File: src/rtl/ext_reg_window_pkg.sv
// Package: shared command encoding for the indirect extended register window.
// Assumes the command sits in the two most significant bits of every window byte.
package ext_reg_window_pkg;

    typedef enum logic [1:0] {
        CMD_RETURN   = 2'b00,
        CMD_SET_WPTR = 2'b01,
        CMD_SET_RPTR = 2'b10,
        CMD_STORE    = 2'b11
    } win_cmd_e;

endpackage

File: src/rtl/ext_reg_window_decode.sv
// Module: ext_reg_window_decode
// Turns one bus write into at most one action strobe: load write pointer,
// load read pointer, or store. Assumes the bus address and strobe are valid
// for the cycle in which the strobe is high. Purely combinational.
module ext_reg_window_decode
    import ext_reg_window_pkg::*;
#(
    parameter int ADDR_W      = 6,
    parameter int DATA_W      = 8,
    parameter logic [ADDR_W-1:0] WINDOW_ADDR = 6'h0F
) (
    input  logic [ADDR_W-1:0] bus_addr,
    input  logic [DATA_W-1:0] bus_wdata,
    input  logic              bus_we,
    output logic              hit,
    output logic              ld_wptr,
    output logic              ld_rptr,
    output logic              store
);

    win_cmd_e cmd;

    // Classify the command field and gate it with an addressed write.
    always_comb begin
        cmd     = win_cmd_e'(bus_wdata[DATA_W-1 -: 2]);
        hit     = (bus_addr == WINDOW_ADDR);
        ld_wptr = 1'b0;
        ld_rptr = 1'b0;
        store   = 1'b0;
        if (hit && bus_we) begin
            unique case (cmd)
                CMD_SET_WPTR: ld_wptr = 1'b1;
                CMD_SET_RPTR: ld_rptr = 1'b1;
                CMD_STORE:    store   = 1'b1;
                default:      ;
            endcase
        end
    end

endmodule

File: src/rtl/ext_reg_window_ptr.sv
// Module: ext_reg_window_ptr
// A pointer register that loads only on its strobe and otherwise holds.
// Assumes a synchronous active-low reset that clears it to zero.
module ext_reg_window_ptr #(
    parameter int PTR_W = 6
) (
    input  logic             clk,
    input  logic             rst_n,
    input  logic             load,
    input  logic [PTR_W-1:0] din,
    output logic [PTR_W-1:0] q
);

    // Hold or reload the pointer.
    always_ff @(posedge clk) begin
        if (!rst_n)
            q <= '0;
        else if (load)
            q <= din;
    end

endmodule

File: src/rtl/ext_reg_window_bank.sv
// Module: ext_reg_window_bank
// The bank of extended registers. A store writes one entry, picked by the
// write pointer. Assumes at most one store per clock. Cleared by reset.
module ext_reg_window_bank #(
    parameter int PTR_W   = 6,
    parameter int FIELD_W = 6,
    localparam int NUM_REGS = 1 << PTR_W
) (
    input  logic                              clk,
    input  logic                              rst_n,
    input  logic                              store,
    input  logic [PTR_W-1:0]                  wsel,
    input  logic [FIELD_W-1:0]                wval,
    output logic [NUM_REGS-1:0][FIELD_W-1:0]  regs
);

    for (genvar k = 0; k < NUM_REGS; k++) begin : g_entry
        // Each entry captures the operand when it is the store target.
        always_ff @(posedge clk) begin
            if (!rst_n)
                regs[k] <= '0;
            else if (store && (wsel == PTR_W'(k)))
                regs[k] <= wval;
        end
    end

endmodule

File: src/rtl/ext_reg_window.sv
// Module: ext_reg_window (top)
// Indirect window from one primary bus register onto a bank of extended
// registers. It has separate write and read pointers. Assumes a
// single-cycle write strobe on the register bus and a combinational read path.
module ext_reg_window #(
    parameter int ADDR_W  = 6,
    parameter int DATA_W  = 8,
    parameter logic [ADDR_W-1:0] WINDOW_ADDR = 6'h0F,
    localparam int FIELD_W  = DATA_W - 2,
    localparam int PTR_W    = FIELD_W,
    localparam int NUM_REGS = 1 << PTR_W
) (
    input  logic                         clk,
    input  logic                         rst_n,
    input  logic [ADDR_W-1:0]            bus_addr,
    input  logic [DATA_W-1:0]            bus_wdata,
    input  logic                         bus_we,
    output logic [DATA_W-1:0]            bus_rdata,
    output logic [NUM_REGS*FIELD_W-1:0]  ext_regs_o
);

    logic                             hit;
    logic                             ld_wptr;
    logic                             ld_rptr;
    logic                             store;
    logic [PTR_W-1:0]                 wr_ptr;
    logic [PTR_W-1:0]                 rd_ptr;
    logic [NUM_REGS-1:0][FIELD_W-1:0] regs;

    ext_reg_window_decode #(
        .ADDR_W(ADDR_W), .DATA_W(DATA_W), .WINDOW_ADDR(WINDOW_ADDR)
    ) u_decode (
        .bus_addr(bus_addr), .bus_wdata(bus_wdata), .bus_we(bus_we),
        .hit(hit), .ld_wptr(ld_wptr), .ld_rptr(ld_rptr), .store(store)
    );

    ext_reg_window_ptr #(.PTR_W(PTR_W)) u_wptr (
        .clk(clk), .rst_n(rst_n), .load(ld_wptr),
        .din(bus_wdata[PTR_W-1:0]), .q(wr_ptr)
    );

    ext_reg_window_ptr #(.PTR_W(PTR_W)) u_rptr (
        .clk(clk), .rst_n(rst_n), .load(ld_rptr),
        .din(bus_wdata[PTR_W-1:0]), .q(rd_ptr)
    );

    ext_reg_window_bank #(.PTR_W(PTR_W), .FIELD_W(FIELD_W)) u_bank (
        .clk(clk), .rst_n(rst_n), .store(store),
        .wsel(wr_ptr), .wval(bus_wdata[FIELD_W-1:0]), .regs(regs)
    );

    // Return the selected entry with a zero command field, or zero off-window.
    always_comb begin
        if (hit)
            bus_rdata = {2'b00, regs[rd_ptr]};
        else
            bus_rdata = '0;
    end

    // Expose the bank to neighbouring logic.
    assign ext_regs_o = regs;

endmodule

File: config.mk
export PLATFORM = sky130hd
export DESIGN_NAME = ext_reg_window
export DESIGN_NICKNAME = d
export VERILOG_FILES = /design/src/rtl/ext_reg_window_pkg.sv /design/src/rtl/ext_reg_window_decode.sv /design/src/rtl/ext_reg_window_ptr.sv /design/src/rtl/ext_reg_window_bank.sv /design/src/rtl/ext_reg_window.sv
export SDC_FILE = /design/constraint.sdc
export NUM_CORES = 1
export LEC_CHECK = 0
export ABC_AREA = 1
export CORE_AREA = 5 5 286 288
export DETAILED_ROUTE_END_ITERATION = 12
export DIE_AREA = 0 0 291 293
export DONT_BUFFER_PORTS = 1
export GPL_TIMING_DRIVEN = 0
export PLACE_DENSITY = 0.42
export SETUP_SLACK_MARGIN = 0.5
export SYNTH_ARGS = -nofsm -noshare
export SYNTH_HDL_FRONTEND = slang
export SYNTH_HIERARCHICAL = 1
export SYNTH_SLANG_ARGS = --single-unit
File: constraint.sdc
create_clock -name clk -period 2.3 [get_ports clk]
set_input_delay 0.575 -clock clk [delete_from_list [all_inputs] [get_ports clk]]
set_output_delay 0.575 -clock clk [all_outputs]
set_load 0.05 [all_outputs]
---- Word-level counts from Yosys, hierarchy flattened ----
Cells that the tools add are included.
storage, ports and cells
  bits in registers ....................... 396
  bits of input ports ..................... 17
  output and inout bits ................... 392
  logic and storage cells ................. 209
operators by class
  $lt $le $gt $ge ......................... 1
  equal/unequal tests ..................... 67
  muxes and demuxes ....................... 9
  reduce and logical (&&, ||, !) cells .... 66
operator list
  operator                                            count
  == test 6 bit, second input constant                32
  == test 6 x 5 -> 1 bit, second input constant       16
  logical AND 1 bit                                   65
  == test 6 x 4 -> 1 bit, second input constant       9
  binary-select mux 6 bit (select 6 bit)              1
  == test 6 x 3 -> 1 bit, second input constant       4
  == test 6 x 2 -> 1 bit, second input constant       2
  2-to-1 mux 6 bit                                    2
  < comparator 6 x 7 -> 1 bit, second input constant  1
  == test 6 x 1 -> 1 bit, second input constant       1
  logical NOT 6 bit                                   1
  2-to-1 mux 1 bit                                    6
  == test 2 bit, second input constant                2
  == test 2 x 1 -> 1 bit, second input constant       1

---- Longest topological paths before layout ----
  word-level depth ........................ 4
  gate-level depth with buffers ........... 12
  mapped depth without buffers ............ 9

---- Cells and area by module ----
Netlist, hierarchy kept.
by module, submodules not included
  module                 instances  cells each  area an instance (um^2)  sequential area each (um^2)
  ext_reg_window_bank    1          2210        15082.0                  7687.4
  ext_reg_window         1          900         3922.5                   0.0
  ext_reg_window_ptr     2          37          256.5                    120.1
  ext_reg_window_decode  1          13          62.6                     0.0

---- Least setup slack after synthesis ----
OpenSTA, ideal clock, no wires.
  path type ............................... flip-flop to output port
  from .................................... register u_rptr.q[1]
  to ...................................... output port bus_rdata[3]
  arrival time ............................ 1969 ps
  data required time ...................... 1725 ps
  path slack .............................. -244 ps
  stages on the path, launching flop included .. 12
  buffers on the path ..................... 3
  cell sequence ........................... dfxtp_1 buf_4 inv_2 buf_4 buf_2 nand3_1 nand3_1 nand2_1 nand2_1 nand3_1 nand3_1 a21oi_1
between the ends
  longest elaborated chain between the ends .. 3
RTL lines
  item                                    RTL line                  source
  start: declaration                      ext_reg_window_ptr.sv:11  output logic [PTR_W-1:0] q
  start signal: assignment                ext_reg_window_ptr.sv:19  q <= din;
  binary-select mux 6 bit (select 6 bit)  ext_reg_window.sv:55      bus_rdata = {2'b00, regs[rd_ptr]};
  2-to-1 mux 6 bit (implied by the code)  ext_reg_window.sv:55
  2-to-1 mux 6 bit                        ext_reg_window.sv:54      if (hit)
  end: declaration                        ext_reg_window.sv:18      output logic [DATA_W-1:0] bus_rdata,
No other way between the ends. The select of a mux whose other input is x is not followed.

---- Final worst setup path ----
  from .................................... register u_rptr.q[0]
  to ...................................... output port bus_rdata[3]
The elaborated chain is that of the path after synthesis.

==> results.toml <==
[power_and_ir_drop]
seqPwrFrac = 0.444
switching_share = 0.2554
power_leakage_nw = 9.634
comb_power_share = 0.043
p_int_mw = 11.48
pwr-share-clk = 0.513
p_sw_mw = 3.936
ir_worst_vdd_v = 0.0004795
powerDensity_nw_per_um2 = 606.9

[outcome]
status = "complete, but fails checks"
violations = "negative setup slack"

[logic_synthesis]
synth_edf_count = 0
yosysTopAreaCell = "dfxtp_1"
synth.most_common_cell = "nand2_1"
yosysSeqAreaShare = 0.4049
yosys_most_used_dff = "dfxtp_1"
ys_ff_latch = 396
yosysTopAreaCellShare = 0.4049
syn_area_um2 = 19580
synthTopCellsByCount = "nand2_1, nor2_1, nand3_1"
yosysWarnings = 6
synthArstFlopShare = 0
postSynthAreaPerCell_um2 = 6.125
synth_cell_types = 17
syn_inst = 3197
synth.top_cells.by_area = "dfxtp_1, nand2_1, nand3_1, nor2_1, clkbuf_1"

[floorplanning]
die_x_um = 291
rows = 103
die_y_um = 293
io_pins = 409
start_util = 0.2491
design.core.area_um2 = 78610
die-area_um2 = 85260

[final_layout]
finalNetCount = 3309
final-seq-area_um2 = 8447
drive_above_1_share = 0.2598
fillerInstances = 8800
instances_no_fill = 4380
syn_to_final_growth_pct = 29.69
multi_input_area_um2 = 11520
antennaDiodeCount = 0
postLayoutCoreUtil = 0.3230

[clocking]
path_clk_slew_ns = 0.06
cts_tree = "done"
htreeDepth = 2
clock-sinks = 396
cts_inserted_buffers = 51
clockBufferDepth = 3
worst_skew_pair.late_latency_ns = 0.63
cts_root_buffer = "clkbuf_16"

[worst_setup_path]
arrival_ns = 2.78
worstSetupPathType = "register to primary output"
required_ns = 1.73
worstPathMaxFanout = 10
startpoint_type = "register"
cp-end-kind = "primary output"

[grt]
grt_max_degree = 14
antenna_found_initial = 5
grt_pass1_wl_um = 179700
grt_pass1_vias = 20949
grt_overflow_total = 0
grt_usage = 0.2989

[route]
via_per_inst = 5.260
wirelength_um = 134900
dr.pass1.iters = 6
drc_errors = 0
ant_nets = 0
dr_total_vias = 23038
routedWlPerCell_um = 30.80
drtIter0Drc = 2751

[place]
gp_congestion = 0.9863
io_buffers = 0
dp.cells = 4248
dp_hpwl_um = 101700

[timing]
period_share = 1.459
setup_slack_ns = -1.056
worstMarginPinSlew_ns = 1.305
report.final.setup_viol = 6
fmax_mhz = 298.0
timing.slew.headroom = 0.1297
hold_violations = 0
skew_ns = 0.03086
min_period_ns = 3.356
rsz0062_at_grt = "true"
slew_viol_final = 0
holdWs_ns = 0.08433

[run]
drv_cap = 0

[hold_path]
hp-class = "input port to register"
what timing repair did:
item,CTS,global route
setup buffers,10,29
cloned,1,1
hold buffers,0,0
pin swaps,18,22
endpoints found under the setup margin,604,368
resized for setup,523,78
area by class of cell:
cell class | instances | share of cell area
plain buffers | 239 | 0.07751
inverters | 35 | 0.005469
flip-flops and latches | 396 | 0.3326
multi-input cells | 2528 | 0.4537
repair buffers | 41 | 0.01656
clock buffers | 81 | 0.05987
well taps | 1050 | 0.05174
clock inverters | 10 | 0.002562
critical path, cell delays in order, from the launching register on:
cell	delay (ns)
dfxtp_4	0.40
inv_6	0.10
buf_2	0.36
nand2_1	0.11
nand3_1	0.11
nand3_1	0.16
nand2_1	0.16
nand2_1	0.06
nand3_1	0.11
nand3_1	0.12
a21oi_4	0.48
stage by stage:
| step | total power, mW | instance area (um2) | worst slack, ns | setup TNS, ns |
|---|---|---|---|---|
| final | 15.41 | 25390 | -1.056 | -6.069 |
| after global routing | 15.79 | 25390 | -1.075 | -6.374 |
| after CTS | 15.45 | 24820 | -1.023 | -6.027 |
| after detailed placement | 7.646 | 21890 | -1.122 | -62.13 |
| after global placement | 7.650 | 21890 | -1.117 | -68.36 |
| after floorplan | 7.382 | 20570 | 0.2262 | 0 |
state kept, by name, summed over array words and instances, names as in the netlist:
name,flops
u_bank/regs,384
u_rptr/q,6
u_wptr/q,6
final timing paths:
check,endpoint,cells past startpoint,startpoint,slack [ns]
hold / removal,u_wptr/q[5]$_SDFFE_PN0P_,2,rst_n,0.08
hold reg to reg,u_wptr/q[4]$_SDFFE_PN0P_,2,u_wptr/q[4]$_SDFFE_PN0P_,0.48
setup reg to reg,u_bank/regs[355]$_SDFFE_PN0P_,7,u_wptr/q[2]$_SDFFE_PN0P_,0.52
setup / recovery,bus_rdata[3],10,u_rptr/q[0]$_SDFFE_PN0P_,-1.06
power by group through the flow:
| stage | Sequential, mW | Combinational, mW | Clock [mW] |
|---|---|---|---|
| 6_report | 6.84 | 0.668 | 7.90 |
| 5_1_grt | 6.84 | 0.700 | 8.25 |
| 4_1_cts | 6.85 | 0.642 | 7.96 |
| 3_5_place_dp | 7.01 | 0.636 | 0 |
| 3_3_place_gp | 7.01 | 0.640 | 0 |
| 2_1_floorplan | 7.01 | 0.373 | 0 |
logic make-up after synthesis:
group,after synthesis,share of synthesized area
other cells,1,0.0001915
simple gates,2520,0.5322
buf+inv,274,0.06115
flops,396,0.4049
compound gates,6,0.001534
placed cells by master (no fill, tap or decap), types with 25 or more instances in the layout:
master	instances
nor2_1	786
clkbuf_4	43
nand3_1	648
nand2_1	901
nand2_2	28
buf_4	54
buf_6	25
clkbuf_1	44
inv_1	25
nand3_2	41
nor2_4	84
dfxtp_2	379
buf_12	29
buf_1	52
clkbuf_16	54
metal layers:
metal | routed length [um] | GRT usage
met1 | 51300 | 0.3607
met2 | 60420 | 0.4741
met3 | 16270 | 0.1143
met4 | 6903 | 0.1366
met5 | 25 | 0
No activity file was read; power rests on OpenSTA's default activity.
